## src/rtl/panel_pkg.sv

```systemverilog
package panel_pkg;
  localparam int REG_W = 8;
  localparam int OFS_W = 2;
  localparam logic [OFS_W-1:0] OFS_LAMP0 = 2'd0;
  localparam logic [OFS_W-1:0] OFS_LAMP1 = 2'd1;
  localparam logic [OFS_W-1:0] OFS_DIGIT = 2'd2;
  localparam logic [OFS_W-1:0] OFS_ROT   = 2'd3;

  typedef enum logic [1:0] {
    BLK_STEADY = 2'b00,
    BLK_SLOW   = 2'b01,
    BLK_MID    = 2'b10,
    BLK_FAST   = 2'b11
  } blink_e;

  typedef struct packed {
    blink_e     blink;
    logic [1:0] colour;
  } lamp_cfg_t;
endpackage

```

## src/rtl/blink_prescaler.sv

```systemverilog
module blink_prescaler #(
  parameter int QUARTER_CYCLES = 25_000_000,
  parameter int PHASE_W        = 3
) (
  input  logic               clk,
  input  logic               rst,
  output logic [PHASE_W-1:0] phase
);
  localparam int CW = $clog2(QUARTER_CYCLES + 1);
  localparam logic [CW-1:0] LAST = CW'(QUARTER_CYCLES - 1);

  logic [CW-1:0] div_q;
  logic          tick;

  assign tick = (div_q == LAST);

  always_ff @(posedge clk) begin
    if (rst) begin
      div_q <= '0;
      phase <= '0;
    end else begin
      div_q <= tick ? '0 : div_q + 1'b1;
      if (tick) phase <= phase + 1'b1;
    end
  end
endmodule

```

## src/rtl/rot_debounce.sv

```systemverilog
module rot_debounce #(
  parameter int W               = 4,
  parameter int DEBOUNCE_CYCLES = 16
) (
  input  logic         clk,
  input  logic         rst,
  input  logic [W-1:0] raw,
  output logic [W-1:0] value
);
  localparam int CW = $clog2(DEBOUNCE_CYCLES + 1);
  localparam logic [CW-1:0] LAST = CW'(DEBOUNCE_CYCLES - 1);

  logic [W-1:0]  sync1, sync2, cand;
  logic [CW-1:0] run;

  always_ff @(posedge clk) begin
    if (rst) begin
      sync1 <= '0;
      sync2 <= '0;
      cand  <= '0;
      run   <= '0;
      value <= '0;
    end else begin
      sync1 <= raw;
      sync2 <= sync1;
      if (sync2 != cand) begin
        cand <= sync2;
        run  <= '0;
      end else if (run != LAST) begin
        run <= run + 1'b1;
      end else begin
        value <= cand;
      end
    end
  end
endmodule

```

## src/rtl/lamp_channel.sv

```systemverilog
module lamp_channel
  import panel_pkg::*;
(
  input  lamp_cfg_t  cfg,
  input  logic [2:0] phase,
  output logic       red,
  output logic       grn
);
  logic lit;

  always_comb begin
    unique case (cfg.blink)
      BLK_STEADY: lit = 1'b1;
      BLK_SLOW:   lit = ~phase[2];
      BLK_MID:    lit = ~phase[1];
      BLK_FAST:   lit = ~phase[0];
    endcase
  end

  assign red = cfg.colour[1] & lit;
  assign grn = cfg.colour[0] & lit;
endmodule

```

## src/rtl/panel_ind_ctrl.sv

```systemverilog
module panel_ind_ctrl
  import panel_pkg::*;
#(
  parameter int QUARTER_CYCLES  = 25_000_000,
  parameter int DEBOUNCE_CYCLES = 16,
  parameter int N_LAMPS         = 2,
  parameter int ROT_W           = 4,
  parameter int SEG_N           = 7
) (
  input  logic             clk,
  input  logic             rst,
  input  logic             bus_we,
  input  logic [OFS_W-1:0] bus_addr,
  input  logic [REG_W-1:0] bus_wdata,
  output logic [REG_W-1:0] bus_rdata,
  input  logic [ROT_W-1:0] rot_sw,
  output logic [N_LAMPS-1:0] led_red,
  output logic [N_LAMPS-1:0] led_grn,
  output logic [SEG_N-1:0] seg_out,
  output logic             seg_dp
);
  localparam int CFG_W = $bits(lamp_cfg_t);

  lamp_cfg_t        lamp_q [N_LAMPS];
  logic [REG_W-1:0] digit_q;
  logic [ROT_W-1:0] rot_val;
  logic [2:0]       phase;
  logic [REG_W-1:0] rd_mux;

  blink_prescaler #(.QUARTER_CYCLES(QUARTER_CYCLES), .PHASE_W(3)) u_presc (
    .clk(clk), .rst(rst), .phase(phase)
  );

  rot_debounce #(.W(ROT_W), .DEBOUNCE_CYCLES(DEBOUNCE_CYCLES)) u_rot (
    .clk(clk), .rst(rst), .raw(rot_sw), .value(rot_val)
  );

  for (genvar i = 0; i < N_LAMPS; i++) begin : g_lamp
    always_ff @(posedge clk) begin
      if (rst) lamp_q[i] <= '0;
      else if (bus_we && bus_addr == OFS_W'(i)) lamp_q[i] <= lamp_cfg_t'(bus_wdata[CFG_W-1:0]);
    end
    lamp_channel u_ch (
      .cfg(lamp_q[i]), .phase(phase), .red(led_red[i]), .grn(led_grn[i])
    );
  end

  always_ff @(posedge clk) begin
    if (rst) digit_q <= '0;
    else if (bus_we && bus_addr == OFS_DIGIT) digit_q <= bus_wdata;
  end

  assign seg_out = digit_q[SEG_N-1:0];
  assign seg_dp  = digit_q[REG_W-1];

  always_comb begin
    rd_mux = '0;
    unique case (bus_addr)
      OFS_LAMP0: rd_mux[CFG_W-1:0] = lamp_q[0];
      OFS_LAMP1: rd_mux[CFG_W-1:0] = lamp_q[1];
      OFS_DIGIT: rd_mux = digit_q;
      OFS_ROT:   rd_mux[ROT_W-1:0] = rot_val;
    endcase
  end

  always_ff @(posedge clk) begin
    if (rst) bus_rdata <= '0;
    else     bus_rdata <= rd_mux;
  end
endmodule

```

## config.mk

```make
export PLATFORM = sky130hd
export DESIGN_NAME = panel_ind_ctrl
export DESIGN_NICKNAME = d
export VERILOG_FILES = /design/src/rtl/panel_pkg.sv /design/src/rtl/blink_prescaler.sv /design/src/rtl/rot_debounce.sv /design/src/rtl/lamp_channel.sv /design/src/rtl/panel_ind_ctrl.sv
export SDC_FILE = /design/constraint.sdc
export NUM_CORES = 1
export LEC_CHECK = 0
export BUFFER_PORTS_ARGS = -buffer_cell sky130_fd_sc_hd__clkbuf_2
export CAP_MARGIN = 30
export CORE_MARGIN = 1.5
export CORE_UTILIZATION = 56
export CTS_CLUSTER_DIAMETER = 100
export CTS_CLUSTER_SIZE = 10
export DETAILED_ROUTE_END_ITERATION = 8
export PLACE_DENSITY = 0.74
export SETUP_SLACK_MARGIN = 0.2
export SLEW_MARGIN = 15
export SYNTH_ARGS = -nofsm -noshare
export SYNTH_HDL_FRONTEND = slang
export SYNTH_SLANG_ARGS = --single-unit
```

## constraint.sdc

```tcl
create_clock -name clk -period 1.9 [get_ports clk]
set_input_delay 0.38 -clock clk [delete_from_list [all_inputs] [get_ports clk]]
set_output_delay 0.38 -clock clk [all_outputs]
set_load 0.01 [all_outputs]
```

==> flow_metrics.tcl <==
set metrics [dict create \
    yosys_warnings 0 \
    hold_path.class "in -> reg" \
    synthXorXnorAreaFrac_pct 5.33 \
    wl_um 5620 \
    async_reset_ff_share_pct 0 \
    num_vias 2317 \
    syn_inst 312 \
    synthMuxAreaShare_pct 6.49 \
    place_hpwl_um 3860 \
    synth_edf_count 8 \
    status "finished, final reports clean" \
    synth_top_family_by_area "simple AND/OR/NAND/NOR gates" \
    fin_crit_sh_pct 94.4 \
    grt_max_degree 18 \
    holdPathEnd "u_rot.sync1[3]" \
    rr_endpoint "u_presc.div_q[24]" \
    postSynthAreaPerCell_um2 10.0 \
    tightest_slew_ps 455 \
    peakVddDrop_mv 0.505 \
    power.net_switching_mw 0.657 \
    gp_congestion 0.829 \
    grt_use_total_pct 19.5 \
    numCtsBuffers 9 \
    grt_overflow 0 \
    cp-end-kind "primary output" \
    dp.cells 412 \
    reg2reg_slack_ps 280 \
    grt_setup_unrepaired "yes" \
    drive_gt1_share_pct 24.5 \
    route.detailed.drc 0 \
    layout_common_cells "63 x dfxtp_1, 34 x nor2_1, 32 x clkbuf_2, 18 x nor2b_1, 17 x a21oi_1" \
    clk_pin_slew_ps 80 \
    netlist.area_leader.share_pct 41.7 \
    path_cells "mux2_2 -> nand2_2 -> o21ai_2 -> nor2_1 -> buf_2" \
    fp.dieH_um 77.7 \
    syn_area_um2 3120 \
    area_growth_syn_to_layout_pct 15.1 \
    io_pins 37 \
    p_seq_share_pct 54.6 \
    fin_tns_setup_ps 0 \
    htreeDepth 3 \
    cap_violations 0 \
    slew-limit-headroom_pct 69.6 \
    clock-sinks 73 \
    fin_nets 375 \
    sw_frac_of_total_pct 22.0 \
    seq_area_frac_synth_pct 49.4 \
    total_power_mw 2.98 \
    cp.arrival_ps 1410 \
    vias_per_cell 5.38 \
    max_freq_mhz 557 \
    met1_usage_pct 24.1 \
    drt_pass1_iterations 5 \
    antenna_left 0 \
    antenna_found_initial 0 \
    crit_path_max_fanout 2 \
    grt_pass1_wl_um 9300 \
    grt_pass1_vias 2145 \
    drt-initial-drc-count 102 \
    synth_top_area_cell "dfxtp_1" \
    die_x_um 77.7 \
    synth_seq_cells 73 \
    hold_depth 2 \
    synth-simple-area-share_pct 24.7 \
    p_int_mw 2.33 \
    grt-busiest-layer "met2" \
    critPathLaunchType "flop" \
    ctsHoldBuffers 0 \
    setup_violations 0 \
    ff2ff_path_depth 4 \
    path_class "reg -> out" \
    dieArea_um2 6030 \
    insertion_delay_ps 340 \
    fp-row-count 27 \
    wl_per_cell_um 13.0 \
    leakage_nw 1.50 \
    grt_use_met2_pct 31.9 \
    p_clk_share_pct 39.2 \
    cts.path.max_buffers 2 \
    required_ps 1520 \
    finClkSkew_ps 10.8 \
    syn_nets 333 \
    final_cells 431 \
    fillCellCount 456 \
    io_buffers 36 \
    start_util_pct 57.4 \
    final_common_cell "dfxtp_1" \
    fin_crit_ps 1790 \
    cts_root_buffer "clkbuf_8" \
    synth_ff_type "dfxtp_1" \
    synthTopCellsByArea "dfxtp_1 42%, edfxtp_1 7.7%, nor2_1 4.1%" \
    combPwrFrac_pct 6.2 \
    synth_cell_types 42 \
    diodes 0 \
    finalHoldViolations 0 \
    rr_startpoint "u_presc.div_q[8]" \
    cts_tree "yes" \
    min_from "rot_sw[3]" \
    stdcell_area_um2 3590 \
    grt.met3_usage_pct 5.06 \
    critical-path-max-stage-delay_ps 360 \
    fin_util_pct 66.1 \
    cp_slowest_cell "edfxtp_1" \
    synth_fa_ha_area_share_pct 1.60 \
    pwr_density_cell_nw_per_um2 831 \
    synth_compound_area_share_pct 7.82 \
    dpl-instance-area_um2 3360 \
    fp.coreArea_um2 5440 \
    slew_viol_final 0 \
]
## layout make-up
class                      instances  area (um^2)  area share (%)
timing repair buffer              48          270            7.52
inverter                          12         45.0            1.25
clock inverter                     4         45.0            1.25
tap                               72         90.1            2.51
sequential                        73         1540            43.0
multi-input combinational        210         1450            40.5
clock buffer                      12          145            4.04
## logic make-up after synthesis
logic type	count (synthesis)
and+or+nand+nor	131
AOI/OAI and AO/OA	41
DFF	73
xor gates and xnor gates	19
muxes	15
adders and majority gates	4
buffers and inverters	29
## per-stage QoR
step                      hold slack, ps  setup slack [ps]
after floorplan                      414               256
after global placement               416               207
after detailed placement             422               152
after CTS                            243              92.3
after global routing                 247              35.6
final                                254               106
## state kept, by name, indices dropped and copies added (netlist names)
| signal | flops |
|---|---|
| u_presc.phase | 3 |
| bus_rdata | 8 |
| u_rot.cand | 4 |
| u_presc.div_q | 25 |
| u_rot.sync2 | 4 |
| u_rot.sync1 | 4 |
| lamp_q | 8 |
| u_rot.run | 5 |
| digit_q | 8 |
| u_rot.value | 4 |
## routing by layer
layer | wire (um) | vias to the layer above | share of wire [%]
met1 | 2590 | 1080 | 46
li1 | - | 1172 | -
met4 | 139 | 0 | 2.5
met2 | 2660 | 51 | 47
met3 | 237 | 14 | 4.2
met5 | 0 | - | 0
## worst max path at each step
stage / startpoint / endpoint / depth (start not counted)
after floorplan: u_presc.div_q[0] / u_presc.div_q[22] / 6
after global placement: u_presc.div_q[3] / u_presc.div_q[16] / 4
after detailed placement: u_presc.div_q[3] / u_presc.div_q[24] / 4
after CTS: lamp_q[1][2] / led_grn[1] / 5
after global routing: lamp_q[1][2] / led_red[1] / 5
final: lamp_q[1][2] / led_grn[1] / 5
## power by group through the flow
stage / Clock (mW) / Sequential [mW] / Combinational (mW)
2_1_floorplan: 0 / 1.66 / 0.118
3_3_place_gp: 0 / 1.66 / 0.176
3_5_place_dp: 0 / 1.66 / 0.180
4_1_cts: 1.20 / 1.63 / 0.186
5_1_grt: 1.26 / 1.63 / 0.207
6_report: 1.17 / 1.63 / 0.186
## timing repair
| action | 4_1_cts | 5_1_grt |
|---|---|---|
| buffers inserted | 2 | 1 |
| endpoints found under the hold margin | 0 | 0 |
| pin swaps | 1 | 1 |
| endpoints found under the setup margin | 6 | 11 |
| resized for setup | 5 | 11 |
## synthesized netlist by cell type (all sizes together), types with 2 or more instances
| cell | count |
|---|---|
| inv | 12 |
| mux4 | 4 |
| ha | 4 |
| edfxtp | 8 |
| dfxtp | 65 |
| and2 | 6 |
| nand3 | 12 |
| mux2 | 2 |
| and3 | 13 |
| nor2 | 34 |
| clkbuf | 6 |
| mux2i | 9 |
| nor2b | 18 |
| or4 | 9 |
| or3 | 4 |
| and4 | 5 |
| o21ai | 11 |
| nand2b | 2 |
| a21oi | 19 |
| buf | 11 |
| nand2 | 12 |
| xnor2 | 7 |
| xor2 | 12 |
| o31ai | 9 |
| nand4 | 11 |
## worst max-delay path: cells and delay by family (launching register included)
kind                   cells  cell delay [ps]
AND/OR/NAND/NOR            2              170
multiplexers               1              340
AO/OA/AOI/OAI              1               70
buffers and inverters      1              130
flip-flops                 1              360
Note: power is estimated with default switching activity, not from simulation.
